`src/rtl/wr_token_sr.sv`:
```
// Collects the bits that follow the start bit; last_o flags the final one.
module wr_token_sr #(
  parameter int unsigned LEN = 4
) (
  input  logic            clk_i,
  input  logic            rst_ni,
  input  logic            clr_i,
  input  logic            shift_i,
  input  logic            bit_i,
  output logic [LEN-2:0]  data_o,
  output logic            last_o
);
  localparam int unsigned DW = LEN - 1;
  localparam int unsigned CW = $clog2(LEN + 1);

  logic [DW-1:0] data_q;
  logic [CW-1:0] cnt_q;

  always_ff @(posedge clk_i or negedge rst_ni) begin
    if (!rst_ni) begin
      data_q <= '0;
      cnt_q  <= '0;
    end else if (clr_i) begin
      data_q <= '0;
      cnt_q  <= '0;
    end else if (shift_i) begin
      data_q <= (data_q << 1) | DW'(bit_i);
      cnt_q  <= last_o ? '0 : cnt_q + 1'b1;
    end
  end

  assign last_o = shift_i && (cnt_q == CW'(LEN - 1));
  assign data_o = data_q;


  sr_range_chk: assert property (@(posedge clk_i) disable iff (!rst_ni)
    cnt_q <= CW'(LEN - 1));
endmodule

```
`config.mk`:
```
export PLATFORM = sky130hd
export DESIGN_NAME = wr_token_sr
export DESIGN_NICKNAME = d
export VERILOG_FILES = /design/src/rtl/wr_token_sr.sv
export SDC_FILE = /design/constraint.sdc
export NUM_CORES = 1
export LEC_CHECK = 0
export ABC_AREA = 0
export BUFFER_PORTS_ARGS = -buffer_cell sky130_fd_sc_hd__buf_2
export CAP_MARGIN = 5
export CORE_AREA = 8 8 45 47
export CTS_CLUSTER_DIAMETER = 30
export DETAILED_ROUTE_END_ITERATION = 7
export DIE_AREA = 0 0 53 55
export GPL_TIMING_DRIVEN = 1
export PLACE_DENSITY = 0.49
export SYNTH_ARGS = -nofsm -noshare
export SYNTH_HDL_FRONTEND = slang
export SYNTH_SLANG_ARGS = --single-unit
```
`constraint.sdc`:
```
create_clock -name clk_i -period 0.95 [get_ports clk_i]
set_clock_uncertainty 0.05 [all_clocks]
set_input_delay 0 -clock clk_i [delete_from_list [all_inputs] [get_ports clk_i]]
set_output_delay 0 -clock clk_i [all_outputs]
set_load 0.005 [all_outputs]
```
---- Yosys cells after proc, flatten, opt, wreduce, memory -nomap -nowiden ----
Index checks and enable logic that the tools add are counted.
word-level totals
  bits in registers ....................... 6
  bits in latches ......................... 0
  memory bits (writable) .................. 0
  ROM bits ................................ 0
  input bits .............................. 5
  logic and storage cells ................. 12
  memories ................................ 0
operators by class
  add/sub/neg operators ................... 1
  multiply operators ...................... 0
  div/mod/pow operators ................... 0
  $lt $le $gt $ge ......................... 0
  eq/ne operators ......................... 1
  shift-type cells ........................ 0
  multiplexer cells ....................... 5
  bitwise operators ....................... 1
  reduce and logical (&&, ||, !) cells .... 2
operators by type and width
  operator                                             number
  2-to-1 mux 3 bit                                     5
  adder 3 x 1 -> 3 bit, second input constant          1
  equality test 3 x 2 -> 1 bit, second input constant  1
  bitwise OR 3 x 1 -> 3 bit                            1
  nonzero test 2 bit                                   1
  logical AND 1 bit                                    1

---- Longest topological paths before layout ----
Gate-level depths: netlist of run 1.
  depth after elaboration ................. 5
  gate-level depth with buffers ........... 4
  depth with buffers taken out ............ 4

---- Least setup slack after synthesis of run 1 ----
OpenSTA, ideal clock, no wires.
  kind .................................... register to register
  start point ............................. register cnt_q[0]
  end point ............................... register cnt_q[1]
  arrival ................................. 0.836 ns
  required time ........................... 0.827 ns
  slack ................................... -0.009 ns
  cell stages (with the launch flop) ...... 5
  path buffers ............................ 0
  period minus slack after synthesis ...... 0.959 ns
  cell sequence ........................... dfrtp_1 > ha_1 > nand2b_1 > nand3_1 > a21oi_2
on the way
  longest elaborated chain between the ends .. 5
RTL lines
  item                                                          line  source
  start, declared                                               17    logic [CW-1:0] cnt_q;
  start signal, assigned                                        28    cnt_q <= last_o ? '0 : cnt_q + 1'b1;
  branches (longest 2 deep; another with adder 3 x 1 -> 3 bit)  n/a
  2-to-1 mux 3 bit (*)                                          28
  2-to-1 mux 3 bit (*)                                          26    end else if (shift_i) begin
  2-to-1 mux 3 bit (*)                                          23    end else if (clr_i) begin
Every way passes the cells marked *. The select of a mux whose other input is x is not followed.
A chain may end at the register's enable or synchronous reset.

---- Worst setup path in the final report of run 1 ----
  start point ............................. register cnt_q[0]
  end point ............................... output port last_o
on the way
  longest elaborated chain between the ends .. 2
RTL lines
  item                          line  source
  equality test 3 x 2 -> 1 bit  32    assign last_o = shift_i && (cnt_q == CW'(LEN - 1));
  logical AND 1 bit             32
  end, declared                 11    output logic last_o
No other way between the ends.

==> run metrics, run 1 <==
status=finished with violations; failing checks=negative setup slack; DR vias/cell=around 4.0; IO buf count=8; period utilisation layout=114.3%; Worst Path Required=roughly 900 ps; final std cells w/o fill=54; Syn Inst Count=24; First DRT Iteration DRCs=0; Synth cell types=11; Relative slew margins=between 80 and 90%; Seq/Total Area, Yosys=53.57%; vias after detailed routing=around 220; WHS=roughly 58 ps; floorplan row count=14; final WL=roughly 610 microns; clk slew on worst S/H paths=~40 ps; chip width=approximately 53 microns; HP Class=primary input to flop; register bit count reported by yosys=6; setup violators final=3; syn avg cell area=approximately 12 sq um; nets=46; Leakage=between 0.2 and 0.25 nW; Syn Nets=30; Initial Utilization=about 20%; largest net degree at the start of global routing=9; chip height=around 55 microns; core area=1384 sq um; CTS sink cnt=6; IO Count=9; f_max=between 0.9 and 1 GHz; die area=just under 3000 sq um; MaxCap Viol Count=0; GPL Wtd Cong=0.6551; CP Capture Type=output port; Post-Route Utilization=between 30% and 40%; Clk pwr share=between 30% and 40%; number of enable flip-flop cells after synthesis=0; classification of the worst setup path=flop to output port; CTS tree=built; Post-synth top flop=dfrtp_1; GRT Overall Usage=5.644%; layout cells sized above 1=roughly 47%; Wirelength per Cell=around 11 microns; Synth top area share=between 50 and 60%; Sw Ratio=between 20% and 30%; global-route wire length before repair=between 1000 and 1500 microns; Startpoint Class=flop; post-layout min period=between 1000 and 1500 ps; buffer depth of the longest clock path=2; pre-CTS WS=-31.57 ps; final hold violations=0; Post-synth top cells=dfrtp_1 (6), nor2_1 (4), mux2i_1 (3), nand2b_1 (3), a21oi_2 (2); clock root cell=clkbuf_4; # diodes=0; post-synthesis async set-or-reset flop share=100.0%; worst-margin pin slew=slightly below 200 ps; switching power total=0.0001251 W; setup repair after global routing missed its margin=true; number of global-route vias before repair=approximately 270; initial antenna violation count=0; combinational group share of total power=~14%; CTS buffer count=3; Peak VDD IR=between 0.5 and 0.6 mV; post-route ant nets=0; largest fanout on the critical path=2; internal power=0.0004523 W; drc violations=0; filler cell count=about 150; Overflow after GRT=0; number of H-tree levels=1; Final Max Tran Viols=0; Total Power=0.0005774 W; hold path startpoint=shift_i; worst r2r src=cnt_q[0]; Reg power frac=between 40% and 50%; crit path from=cnt_q[0]; most frequent cell after synthesis=dfrtp_1; post-synthesis cell area=roughly 280 sq um; setup ws final=-135.5 ps; DRT Pass-1 Iters=1; top cells by area, synth=dfrtp_1 (54%), mux2i_1 (11%), nand2b_1 (6.7%); post-synth top area cell=dfrtp_1; placed cell count=48; power density over the cells=about 1400 nW/um^2; Worst Path Arrival=around 1000 ps; Ys Warns=0; later-pin clock latency in the skew report=approximately 230 ps; P&R area growth vs syn=48.66%
[sequential cells by signal, indices dropped and copies added, names as in the netlist]
register  flops
cnt_q         3
data_o        3
[area by class of cell]
class                           count  area (sq um)  area share, %
Multi-Input combinational cell     17         146.4          35.14
Timing Repair Buffer               12         77.57          18.62
Clock buffer                        3         22.52          5.405
Sequential cell                     6         150.1          36.04
Tap cell                           16         20.02          4.805
[power by group through the flow]
stage | clock network [W] | registers, W | logic (W)
CTS | 0.000241 | 0.000277 | 0.0000801
global placement | 0 | 0.000280 | 0.0000672
floorplan | 0 | 0.000280 | 0.0000411
global route | 0.000266 | 0.000277 | 0.0000894
detailed placement | 0 | 0.000280 | 0.0000701
finish | 0.000222 | 0.000277 | 0.0000783
[metal layers]
| layer | up-vias | track usage [%] | wire (microns) |
|---|---|---|---|
| met5 | - | 0 | 0 |
| met4 | 0 | 3.879 | 0 |
| met3 | 0 | 3.209 | 45 |
| met2 | 8 | 8.398 | 266 |
| met1 | 101 | 5.972 | 301 |
| li1 | 109 | - | - |
[worst max-delay path, stage by stage (launching register included)]
cell and delay, ps:
dfrtp_1 400, ha_4 180, nand2_2 60, nor2_1 30
buf_2 120
[stage by stage]
step	instance area, sq um	TNS (ps)
2_1_floorplan	305.3	0
3_3_place_gp	361.6	-29.92
4_1_cts	416.7	-230.3
5_1_grt	416.7	-371.3
3_5_place_dp	361.6	-56.35
6_report	416.7	-185.3
[path summary, 6_finish.rpt]
| path | to | slack [ps] | depth (start not counted) |
|---|---|---|---|
| worst max-delay path | last_o | -140 | 4 |
| worst min-delay path | cnt_q[1] | 60 | 3 |
| worst max register to register | cnt_q[0] | -40 | 4 |
| worst min register to register | data_o[2] | 470 | 2 |
| max in group asynchronous | cnt_q[2] | 640 | 2 |
| min in group asynchronous | data_o[0] | 70 | 2 |
[cells in the final DEF (no fill, tap or decap)]
master	instances
buf_4	1
ha_4	1
clkbuf_4	3
nor2_1	4
dfrtp_1	6
nand2_2	1
dlygate4sd3_1	3
nand2b_4	1
nand2b_1	2
nand3_2	1
a21oi_2	2
mux2i_1	3
nand3b_1	1
and3b_1	1
buf_2	8
[kinds of logic after synthesis]
group | Yosys count | share of synthesized area (%)
simple gates | 11 | 20.98
compound gates | 2 | 6.251
mux | 3 | 10.71
flops | 6 | 53.57
buf+inv | 1 | 4.018
fa+ha+maj | 1 | 4.464
[repair_timing]
action	CTS	global route
resized for setup	1	0
endpoints found under the setup margin	4	4
pin swaps	1	0
buffers inserted	0	0
hold endpoints to repair	11	0
hold buffers	3	0
(Power assumes the default switching activity.)
==> inputs of run 2 (changes only) <==
- BUFFER_PORTS_ARGS: -buffer_cell sky130_fd_sc_hd__buf_2 -> default
- DONT_BUFFER_PORTS: default -> 1
- GPL_TIMING_DRIVEN: 1 -> 0
- PLACE_DENSITY: 0.49 -> 0.43
==> run 2 against run 1 <==
The run still ends with negative setup slack left; die area stayed put; via count is 3.7% lower; sequential power hardly changed; final area is 0.30% lower.
==> run metrics, run 2 (synthesized netlist as in run 1, its figures left out) <==
status=finished with violations; failing checks=negative setup slack; Worst Path Arrival=about 1100 ps; GRT Overall Usage=about 5.2%; nets=41; CP Capture Type=flop; period utilisation layout=105.4%; die area=just under 3000 sq um; setup violators final=4; WHS=about 5.2 ps; CTS tree=built; vias after detailed routing=210; P&R area growth vs syn=48.21%; post-route ant nets=0; IO buf count=0; chip height=55 microns; internal power=0.0004543 W; largest net degree at the start of global routing=9; setup ws final=-51.24 ps; largest fanout on the critical path=2; Fin Setup TNS=-142.2 ps; HP Class=primary input to flop; switching power total=about 0.00013 W; number of global-route vias before repair=250; buffer depth of the longest clock path=2; DR vias/cell=around 4.3; filler cell count=153; number of H-tree levels=1; commonest non-fill, non-tap cell in the layout=dfrtp_1; final hold violations=0; power density over the cells=~1400 nW/um^2; Relative slew margins=80.67%; chip width=roughly 53 microns; f_max=around 1 GHz; core area=1384 sq um; placed cell count=40; worst-margin pin slew=a little under 300 ps; Worst Path Required=1070 ps; Reg power frac=between 40 and 50%; worst r2r src=cnt_q[0]; Final Max Tran Viols=0; combinational group share of total power=a little over an eighth; final WL=approximately 610 microns; Leakage=0.1939 nW; # diodes=0; clock root cell=clkbuf_4; Total Power=0.0005845 W; Overflow after GRT=0; drc violations=0; post-layout min period=1001 ps; DRT Pass-1 Iters=2; CTS sink cnt=6; First DRT Iteration DRCs=3; CTS buffer count=3; GPL Wtd Cong=between 0.6 and 0.7; floorplan row count=14; initial antenna violation count=0; classification of the worst setup path=flop to flop; setup repair after global routing missed its margin=true; MaxCap Viol Count=0; Sw Ratio=22.28%; Clk pwr share=38.8%; Wirelength per Cell=roughly 12 microns; Post-Route Utilization=between 30% and 40%; layout cells sized above 1=around 42%; later-pin clock latency in the skew report=~240 ps; crit path from=cnt_q[0]; Startpoint Class=flop; clk slew on worst S/H paths=roughly 40 ps; IO Count=9; hold path startpoint=shift_i; Initial Utilization=20.25%; Peak VDD IR=around 0.57 mV; global-route wire length before repair=around 1000 microns; final std cells w/o fill=49
## run 2: cell types whose count changed in the layout (fill, tap and decap cells not counted)
cell and change:
buf_4 +2, buf_2 -8, buf_6 +1, nand2_2 -1
nand2_4 +1, nor2_4 +1, nor2_1 -1
## run 2: repair_timing
action,4_1_cts,5_1_grt
setup buffers,2,1
hold buffers,3,0
cloned,0,0
gates resized for setup,4,0
hold endpoints to repair,12,0
setup endpoints to repair,4,4
pin swaps,4,2
## run 2: worst paths after layout
path / end / slack [ps] / cells past startpoint
worst min-delay path: cnt_q[1] / 5 / 3
min in group asynchronous: cnt_q[0] / 30 / 1
worst max register to register: cnt_q[0] / -50 / 4
worst min register to register: data_o[2] / 510 / 2
worst max-delay path: cnt_q[0] / -50 / 4
max in group asynchronous: cnt_q[2] / 600 / 1
## run 2: per-stage QoR
step	cell area (sq um)	setup slack, ps
after global routing	415.4	-99.09
after global placement	325.3	-23.28
final	415.4	-51.24
after detailed placement	325.3	-61.06
after floorplan	305.3	3.862
after CTS	407.9	-80.32
## run 2: worst max-delay path, cell delays in order (launching register included)
cell and delay [ps]:
dfrtp_1 400, ha_4 190, nand2b_4 70, nand3b_1 100, a21oi_2 120
## run 2: cell type report
type	count	area, sq um	area share [%]
Clock buffer	3	22.52	5.422
Multi-Input combinational cell	17	158.9	38.25
Sequential cell	6	150.1	36.14
Buffer	1	11.26	2.711
Tap cell	16	20.02	4.819
Timing Repair Buffer	6	52.55	12.65
## run 2: routing by layer
metal,GRT usage (%),part of all wire (%),vias up
met5,0,0,-
met4,5.172,0.98,0
met3,2.674,5.9,2
met2,8.008,51,7
met1,4.908,41,102
li1,-,-,99
## run 2: power groups by stage
stage	clock network [W]	logic [W]	registers, W
CTS	0.000240	0.0000773	0.000278
detailed placement	0	0.0000475	0.000282
global placement	0	0.0000449	0.000282
floorplan	0	0.0000411	0.000280
global route	0.000248	0.0000870	0.000280
finish	0.000227	0.0000798	0.000278
